===== src/rtl/tsq_pkg.sv =====
package tsq_pkg;
  localparam int NUM_STATES  = 4;
  localparam int NUM_CLAUSES = 2;
  localparam int NUM_CNT     = 2;
  localparam int STATE_W     = $clog2(NUM_STATES);
  localparam int CL_W        = $clog2(NUM_CLAUSES);
  localparam int CSEL_W      = $clog2(NUM_CNT);
  localparam int NUM_ENTRIES = NUM_STATES * NUM_CLAUSES;

  typedef enum logic [2:0] {
    COND_NEVER  = 3'd0,
    COND_MASKED = 3'd1,
    COND_RANGE  = 3'd2,
    COND_PEER   = 3'd3,
    COND_COUNT  = 3'd4,
    COND_ALWAYS = 3'd5
  } cond_e;

  typedef struct packed {
    logic               fire;
    logic               arm;
    logic [CSEL_W-1:0]  act_cnt;
    logic               clr;
    logic               inc;
    logic [STATE_W-1:0] nxt;
    logic               go;
    logic [CSEL_W-1:0]  cond_cnt;
    logic [2:0]         kind;
  } ctrl_t;

  localparam int CTRL_W = $bits(ctrl_t);
endpackage


===== src/rtl/tsq_cfg_regs.sv =====
module tsq_cfg_regs
  import tsq_pkg::*;
#(
  parameter int DATA_W = 16,
  parameter int CNT_W  = 16,
  parameter int ADDR_W = 5
) (
  input  logic                  clk,
  input  logic                  rst_n,
  input  logic                  we,
  input  logic [ADDR_W-1:0]     addr,
  input  logic [2*DATA_W-1:0]   wdata,
  input  logic [STATE_W-1:0]    state,
  output ctrl_t                 ctrl_o [NUM_CLAUSES],
  output logic [DATA_W-1:0]     lo_o   [NUM_CLAUSES],
  output logic [DATA_W-1:0]     hi_o   [NUM_CLAUSES],
  output logic [CNT_W-1:0]      term_o [NUM_CNT]
);
  localparam int IDX_W = STATE_W + CL_W;

  ctrl_t             ctrl_mem [NUM_ENTRIES];
  logic [DATA_W-1:0] lo_mem   [NUM_ENTRIES];
  logic [DATA_W-1:0] hi_mem   [NUM_ENTRIES];
  logic [CNT_W-1:0]  term_mem [NUM_CNT];

  logic             term_sel;
  logic [IDX_W-1:0] wr_idx;
  assign term_sel = addr[ADDR_W-1];
  assign wr_idx   = addr[IDX_W:1];

  always_ff @(posedge clk or negedge rst_n) begin
    if (!rst_n) begin
      for (int i = 0; i < NUM_ENTRIES; i++) begin
        ctrl_mem[i] <= '0;
        lo_mem[i]   <= '0;
        hi_mem[i]   <= '0;
      end
      for (int k = 0; k < NUM_CNT; k++) term_mem[k] <= '0;
    end else if (we) begin
      if (term_sel) begin
        term_mem[addr[CSEL_W-1:0]] <= wdata[CNT_W-1:0];
      end else if (addr[0] == 1'b0) begin
        ctrl_mem[wr_idx] <= ctrl_t'(wdata[CTRL_W-1:0]);
      end else begin
        lo_mem[wr_idx] <= wdata[DATA_W-1:0];
        hi_mem[wr_idx] <= wdata[2*DATA_W-1:DATA_W];
      end
    end
  end

  for (genvar c = 0; c < NUM_CLAUSES; c++) begin : g_rd
    localparam logic [CL_W-1:0] CIDX = CL_W'(c);
    assign ctrl_o[c] = ctrl_mem[{state, CIDX}];
    assign lo_o[c]   = lo_mem[{state, CIDX}];
    assign hi_o[c]   = hi_mem[{state, CIDX}];
  end

  for (genvar k = 0; k < NUM_CNT; k++) begin : g_term
    assign term_o[k] = term_mem[k];
  end
endmodule


===== src/rtl/tsq_clause_eval.sv =====
module tsq_clause_eval
  import tsq_pkg::*;
#(
  parameter int DATA_W = 16
) (
  input  ctrl_t              ctrl,
  input  logic [DATA_W-1:0]  lo,
  input  logic [DATA_W-1:0]  hi,
  input  logic [DATA_W-1:0]  data,
  input  logic               peer,
  input  logic [NUM_CNT-1:0] cnt_hit,
  output logic               hit
);
  always_comb begin
    case (cond_e'(ctrl.kind))
      COND_MASKED: hit = ((data ^ lo) & hi) == '0;
      COND_RANGE:  hit = (data >= lo) && (data <= hi);
      COND_PEER:   hit = peer;
      COND_COUNT:  hit = cnt_hit[ctrl.cond_cnt];
      COND_ALWAYS: hit = 1'b1;
      default:     hit = 1'b0;
    endcase
  end
endmodule


===== src/rtl/tsq_counter.sv =====
module tsq_counter #(
  parameter int CNT_W = 16
) (
  input  logic             clk,
  input  logic             rst_n,
  input  logic             clr,
  input  logic             inc,
  input  logic [CNT_W-1:0] term,
  output logic             at_term
);
  logic [CNT_W-1:0] cnt_q;

  always_ff @(posedge clk or negedge rst_n) begin
    if (!rst_n)   cnt_q <= '0;
    else if (clr) cnt_q <= '0;
    else if (inc) cnt_q <= cnt_q + 1'b1;
  end

  assign at_term = (cnt_q == term);
endmodule


===== src/rtl/tsq_trigger_seq.sv =====
module tsq_trigger_seq
  import tsq_pkg::*;
#(
  parameter int DATA_W = 16,
  parameter int CNT_W  = 16,
  parameter int ADDR_W = 5
) (
  input  logic                clk,
  input  logic                rst_n,
  input  logic                rearm,
  input  logic                cfg_we,
  input  logic [ADDR_W-1:0]   cfg_addr,
  input  logic [2*DATA_W-1:0] cfg_wdata,
  input  logic                smp_valid,
  output logic                smp_ready,
  input  logic [DATA_W-1:0]   smp_data,
  input  logic                peer_in,
  output logic                arm_out,
  output logic                trig_out,
  output logic [STATE_W-1:0]  cur_state
);
  ctrl_t              cl_ctrl [NUM_CLAUSES];
  logic [DATA_W-1:0]  cl_lo   [NUM_CLAUSES];
  logic [DATA_W-1:0]  cl_hi   [NUM_CLAUSES];
  logic [CNT_W-1:0]   term    [NUM_CNT];
  logic [NUM_CLAUSES-1:0] cl_hit;
  logic [NUM_CNT-1:0] cnt_hit;

  logic [STATE_W-1:0] state_q;
  logic trig_q, arm_q, live_q;
  logic take;

  ctrl_t win_ctrl;
  logic  win_vld;

  tsq_cfg_regs #(.DATA_W(DATA_W), .CNT_W(CNT_W), .ADDR_W(ADDR_W)) u_cfg (
    .clk(clk), .rst_n(rst_n), .we(cfg_we), .addr(cfg_addr), .wdata(cfg_wdata),
    .state(state_q), .ctrl_o(cl_ctrl), .lo_o(cl_lo), .hi_o(cl_hi), .term_o(term)
  );

  for (genvar c = 0; c < NUM_CLAUSES; c++) begin : g_clause
    tsq_clause_eval #(.DATA_W(DATA_W)) u_eval (
      .ctrl(cl_ctrl[c]), .lo(cl_lo[c]), .hi(cl_hi[c]), .data(smp_data),
      .peer(peer_in), .cnt_hit(cnt_hit), .hit(cl_hit[c])
    );
  end

  // lowest-numbered matching clause wins
  always_comb begin
    win_vld  = 1'b0;
    win_ctrl = '0;
    for (int c = NUM_CLAUSES - 1; c >= 0; c--) begin
      if (cl_hit[c]) begin
        win_vld  = 1'b1;
        win_ctrl = cl_ctrl[c];
      end
    end
  end

  for (genvar k = 0; k < NUM_CNT; k++) begin : g_cnt
    logic act_k;
    assign act_k = take && win_vld && (win_ctrl.act_cnt == CSEL_W'(k));
    tsq_counter #(.CNT_W(CNT_W)) u_cnt (
      .clk(clk), .rst_n(rst_n),
      .clr(rearm || (act_k && win_ctrl.clr)),
      .inc(act_k && win_ctrl.inc),
      .term(term[k]), .at_term(cnt_hit[k])
    );
  end

  assign smp_ready = live_q && !trig_q && !rearm;
  assign take      = smp_valid && smp_ready;

  always_ff @(posedge clk or negedge rst_n) begin
    if (!rst_n) begin
      live_q  <= 1'b0;
      state_q <= '0;
      trig_q  <= 1'b0;
      arm_q   <= 1'b0;
    end else begin
      live_q <= 1'b1;
      if (rearm) begin
        state_q <= '0;
        trig_q  <= 1'b0;
        arm_q   <= 1'b0;
      end else if (take && win_vld) begin
        if (win_ctrl.go)   state_q <= win_ctrl.nxt;
        if (win_ctrl.arm)  arm_q   <= 1'b1;
        if (win_ctrl.fire) trig_q  <= 1'b1;
      end
    end
  end

  assign cur_state = state_q;
  assign arm_out   = arm_q;
  assign trig_out  = trig_q;
endmodule


===== config.mk =====
export PLATFORM = sky130hd
export DESIGN_NAME = tsq_trigger_seq
export DESIGN_NICKNAME = d
export VERILOG_FILES = /design/src/rtl/tsq_pkg.sv /design/src/rtl/tsq_cfg_regs.sv /design/src/rtl/tsq_clause_eval.sv /design/src/rtl/tsq_counter.sv /design/src/rtl/tsq_trigger_seq.sv
export SDC_FILE = /design/constraint.sdc
export NUM_CORES = 1
export LEC_CHECK = 0
export BUFFER_PORTS_ARGS = -buffer_cell sky130_fd_sc_hd__buf_2
export CAP_MARGIN = 20
export CORE_MARGIN = 3
export CORE_UTILIZATION = 68
export DETAILED_ROUTE_END_ITERATION = 10
export PLACE_DENSITY = 0.95
export SLEW_MARGIN = 20
export SYNTH_ARGS = -nofsm -noshare
export SYNTH_HDL_FRONTEND = slang
export SYNTH_SLANG_ARGS = --single-unit

===== constraint.sdc =====
create_clock -name clk -period 16.1 [get_ports clk]
set_clock_uncertainty 0.1 [all_clocks]
set_input_delay 1.61 -clock clk [delete_from_list [all_inputs] [get_ports clk]]
set_output_delay 1.61 -clock clk [all_outputs]
set_load 0.01 [all_outputs]

; Word-level counts from Yosys, hierarchy flattened
; Cells that the tools add are included.
[word_totals]
register_bits = 421
input_bits = 59
output_inout_bits = 5
[classes]
n_addsub = 2
n_lt_le_gt_ge = 12
n_eq_ne = 12
n_mux = 51
bitwise = 11
n_reduce_logical = 32
[op_table]
columns = operator, n
row1 = $bwmux 128, 2
row2 = $mux 16, 14
row3 = $bmux 16 s3, 4
row4 = $bwmux 96, 1
row5 = $mux 12, 7
row6 = $bmux 12 s3, 2
row7 = $demux 16 s3, 1
row8 = $demux 12 s3, 1
row9 = $add 16x1->16 const B, 2
row10 = $and 16x16->16, 2
row11 = $bwmux 32, 1
row12 = $eq 16x16->1, 2
row13 = $ge 16x16->1, 2
row14 = $le 16x16->1, 2
row15 = $logic_not 16->1, 2
row16 = $xor 16x16->16, 2
row17 = $demux 16 s1, 1
row18 = $logic_and 1x1->1, 14
row19 = $eq 3x2->1 const B, 4
row20 = $eq 3x3->1 const B, 4
row21 = $ge 4x4->1 const B, 3
row22 = $mux 1, 12
row23 = $not 3->4, 3
row24 = $reduce_bool 2->1, 6
row25 = other kinds (13), 26

; Depth between registers and ports, before layout
[depth]
ltp_word = 15
depth_mapped = 22
ltp_nobuf = 13

; By module
; A second synthesis with hierarchy kept.
[unflattened]
hier_cells = 1473
area_unflattened_um2 = 20882.5
[modules_own_cells]
columns = module, instances, cells_each, area_per_inst_um2
row1 = tsq_cfg_regs, 1, 956, 16540.9
row2 = tsq_counter, 2, 104, 1024.7
row3 = tsq_clause_eval, 2, 134, 964.7
row4 = tsq_trigger_seq, 1, 41, 362.8

; Worst setup path after synthesis
; OpenSTA, ideal clock, no wires.
[synth_timing]
kind = flip-flop to flip-flop
from = register state_q[0], in the netlist cur_state[0]
to = register g_cnt[0].u_cnt.cnt_q[0]
t_arrival_ns = 4.893
t_required_ns = 15.879
setup_slack_ns = 10.985
path_stages_with_launch = 20
n_path_buf = 8
cell_sequence = dfrtp_1 -> buf_6 -> buf_8 -> buf_8 -> buf_4 -> buf_2 -> buf_2 -> buf_2 -> mux4_2 -> ha_1 -> nand2b_1 -> a2111oi_0 -> o311ai_0 -> a2111oi_0 -> a211o_1 -> nand2_4 -> a31o_2 -> o21ai_1 -> buf_2 -> nor2_1
[synth_via]
elab_chain_cells = 15
word_cells_on_any_way = 60
[synth_lines]
columns = item, line
row1 = start: declaration, tsq_trigger_seq.sv:29  ; logic [STATE_W-1:0] state_q;
row2 = start signal: assignment, tsq_trigger_seq.sv:87  ; if (win_ctrl.go) state_q <= win_ctrl.nxt;
row3 = branches (longest 15 deep; another with $ge 16x16->1), n/a
row4 = end signal: assignment, tsq_counter.sv:16  ; else if (inc) cnt_q <= cnt_q + 1'b1;
row5 = end: declaration, tsq_counter.sv:11  ; logic [CNT_W-1:0] cnt_q;
; Parallel ways; which one is timed is not known. The select of a mux whose other input is x is not followed.
; A chain may end at the register's enable or synchronous reset.

; Worst setup path in the final report
[layout_timing]
from = register state_q[1], in the netlist cur_state[1]
to = register state_q[1], in the netlist cur_state[1]
[layout_via]
elab_chain_cells = 13
word_cells_on_any_way = 59
[layout_lines]
columns = item
row1 = branches (longest 13 deep; another with $ge 16x16->1)
; Parallel ways; which one is timed is not known. The select of a mux whose other input is x is not followed.

==> results.md <==
- Met1 Track Usage GR: 45.6%
- Post-DP HPWL: 35.0 mm
- P&R area growth vs syn: 9.49%
- Max Freq: 0.177 GHz
- Met2 GRT Util: 55.3%
- Outcome: completed
- Psw: 0.828 mW
- Max incr delay on CP: 0.71 ns
- NumNets Final: 1,711
- Slew headroom: 26.6%
- RD Place Congestion: 0.935
- Synth cell types: 64
- HP Class: reg -> reg
- Worst path cell trace: buf_4, buf_4, mux4_2, inv_1, ha_1, nor3b_1, or3_1, nor4bb_1, a41oi_1, nand2_1, a21oi_1, a22oi_1, a311oi_1
- Routed Antenna Nets: 0
- CP Class: reg -> reg
- Crit path top cell by count: buf_4
- FF-to-FF setup slack: 10.44 ns
- Synth async-reset ratio: 100%
- RSZ-0062 raised after global routing: false
- Share of post-route cells with drive strength above 1: 39.3%
- CP delay by family, top: compound AO/OA/AOI/OAI gates
- Max-slew violation count: 0
- Initial Util: 69.9%
- CP bufs+invs: 3
- Share of the synthesized area in the top cell type: 50.2%
- Largest net degree at the start of global routing: 105
- Critical R2R Launch: cur_state[1]$_DFFE_PN0P_
- Syn Nets: 1,672
- Hold path start: u_cfg.hi_mem[20]$_DFFE_PN0P_
- Yosys top cell by area: dfrtp_1
- Initial antenna violation count: 2
- Seq/Total Area, Yosys: 50.2%
- Max stage delay cell, worst path: dfrtp_4
- Reg2reg end: cur_state[1]$_DFFE_PN0P_
- Tightest Pin Transition: 1.10 ns
- Max VDD drop: 0.0000955 V
- Clk sinks: 421
- R2R depth: 13
- CTS tree: built
- Max-cap violations: 0
- Total Neg Setup Slack: 0 ns
- Startpoint Class: register
- TritonCTS Buffers: 42
- Global-route wire length before repair: 87.5 mm
- H-tree levels: 2
- Initial DRC Count: 1,424
- Setup Fix Bufs, Post-CTS: 0
- Syn. warnings: 0
- Final WL: 55.9 mm
- Leak: 10.2 nW
- Pwr Density: 127 nW/um^2
- Post-CTS Hold Buffers: 0
- Die height: 182 um
- Setup Viol. Count Final: 0
- Period minus WS final: 5.66 ns
- Post-Syn Area: 21,000 sq um
- WHS Path Cells: 1
- WL/cell: 27.8 um
- Crit path max fanout: 37
- Overflow after GRT: 0
- Post-synth EDFFs: 0
- Synthesized area per cell: 13.6 sq um
- Clock power share: 33.4%
- Core ar.: 30,000 sq um
- Ys flop type: dfrtp_1
- Drt drc: 0
- GRT Resource Usage Total: 34.0%
- Post-cts sizing count: 0
- Critical Path Sink Type: register
- Combinational Power Share: 19.8%
- Clock Latency Late Sink: 0.57 ns
- Sw frac: 28.4%
- Worst Path Required: 16.40 ns
- Area contributors post-synth: dfrtp_1 50%, mux2_2 21%, mux4_2 8.3%
- Placement Rows: 63
- Vias in the first global route: 15,164
- Vias/cell: 7.06
- Via count: 14,186
- Width of the chip: 182 um
- CTS root buf: clkbuf_16
- GR peak layer: met2
- IO Pins: 64
- Final hold vios: 0
- Pint: 2.09 mW
- Post-Syn Instances: 1,547
- Die ar.: 33,000 sq um
- IO Port Bufs: 63
- WHS Endpoint: u_cfg.hi_mem[20]$_DFFE_PN0P_
- Worst EP arrival: 5.96 ns
- Seq pwr share: 46.8%
- Post-route clock period utilization: 35.1%
- 1st-pass router iterations: 5
- Reg clk slew, reported paths: 0.07 ns
- Final Core Density: 76.5%
- Synth Register Bits: 421
- Maximum root-to-sink buffer count: 3
- Grt met3 use: 6.87%
## worst register-to-register path, stage by stage, from the launching register on
cell and delay [ns]:
dfrtp_4 0.71, buf_4 0.60, buf_4 0.59, mux4_2 0.45, inv_1 0.07, ha_1 0.24
nor3b_1 0.41, or3_1 0.18, nor4bb_1 0.05, a41oi_1 0.50, nand2_1 0.36, a21oi_1 0.51
a22oi_1 0.20, a311oi_1 0.51
## kinds of logic (layout without fill, tap and decap cells)
logic type / after synthesis / count (layout) / synth area share (%)
flip-flops: 421 / 421 / 50.2
adder cells (fa/ha/maj): 66 / 66 / 3.93
multiplexers: 490 / 490 / 30.4
AND/OR/NAND/NOR: 212 / 212 / 5.64
XOR/XNOR: 35 / 35 / 1.46
buffers and inverters: 163 / 233 / 3.31
other: 1 / 2 / 0.0179
AO/OA/AOI/OAI: 159 / 159 / 5.01
## worst max path at each step
stage	start	to	slack, ns	cells past startpoint
floorplan	cur_state[0]$_DFFE_PN0P_	g_cnt[0].u_cnt.cnt_q[0]$_DFFE_PN0P_	10.99	19
global placement	cur_state[0]$_DFFE_PN0P_	g_cnt[1].u_cnt.cnt_q[0]$_DFFE_PN0P_	10.66	12
detailed placement	cur_state[0]$_DFFE_PN0P_	g_cnt[0].u_cnt.cnt_q[2]$_DFFE_PN0P_	10.53	12
CTS	cur_state[0]$_DFFE_PN0P_	g_cnt[0].u_cnt.cnt_q[2]$_DFFE_PN0P_	10.41	12
global route	cur_state[0]$_DFFE_PN0P_	cur_state[1]$_DFFE_PN0P_	10.25	12
finish	cur_state[1]$_DFFE_PN0P_	cur_state[1]$_DFFE_PN0P_	10.44	13
## layout make-up
class | instances | area [sq um]
sequential | 421 | 10500
multi-input combinational | 963 | 9810
fill | 1569 | 7050
clock buffer | 60 | 1230
tap | 390 | 488
timing repair buffer | 79 | 462
inverter | 79 | 297
clock inverter | 15 | 151
antenna | 1 | 2.50
## cell usage in the layout (no fill, tap or decap), types with 10 or more instances in the layout
master,count
dfrtp_1,419
mux2_2,392
inv_1,79
mux4_2,77
ha_1,66
buf_2,62
a21oi_1,58
clkbuf_16,42
nand2_1,37
xor2_1,35
nand3_1,28
o21ai_0,24
or3_1,20
mux2i_1,19
nand4_1,19
nor2_1,17
nand2b_1,16
buf_4,14
and3_1,12
o31ai_1,12
or4_1,12
clkbuf_8,11
nor2b_1,10
nor4_1,10
## sequential cells by signal, indices dropped and copies added (netlist names)
| register | count |
|---|---|
| u_cfg.hi_mem | 128 |
| u_cfg.lo_mem | 128 |
| u_cfg.ctrl_mem | 96 |
| g_cnt.u_cnt.cnt_q | 32 |
| u_cfg.term_o | 32 |
| cur_state | 2 |
| arm_out | 1 |
| live_q | 1 |
| trig_out | 1 |
## cells in the mapped netlist (all sizes together), types with 16 or more instances
| cell type | number |
|---|---|
| buf | 42 |
| xor2 | 35 |
| inv | 79 |
| mux2i | 19 |
| nor2 | 18 |
| nand2 | 40 |
| o21ai | 26 |
| mux4 | 79 |
| nand4 | 19 |
| ha | 66 |
| clkbuf | 42 |
| dfrtp | 421 |
| mux2 | 392 |
| or3 | 20 |
| a21oi | 58 |
| nand3 | 28 |
| nand2b | 16 |
## stage by stage
stage	hold WS (ns)	cell area [sq um]	total power, mW	worst slack [ns]	instances
global placement	0.380	21600	1.87	10.66	1931
detailed placement	0.390	21600	1.93	10.53	1931
floorplan	0.370	21000	1.73	10.99	1547
CTS	0.403	22900	2.91	10.41	2006
global route	0.415	23000	3.03	10.25	2007
finish	0.401	23000	2.92	10.44	2008
## per-layer routing
metal	wire, um	share of wire (%)
met1	21700	39
met3	4570	8.2
met5	11	0.020
met4	2580	4.6
met2	27000	48
## power by group through the flow
| stage | registers, mW | clock network, mW | logic (mW) |
|---|---|---|---|
| after floorplan | 1.32 | 0 | 0.403 |
| after CTS | 1.36 | 0.982 | 0.568 |
| final | 1.37 | 0.976 | 0.579 |
| after global placement | 1.35 | 0 | 0.526 |
| after detailed placement | 1.37 | 0 | 0.555 |
| after global routing | 1.38 | 1.03 | 0.622 |
Power figures use the tool's default switching activity.
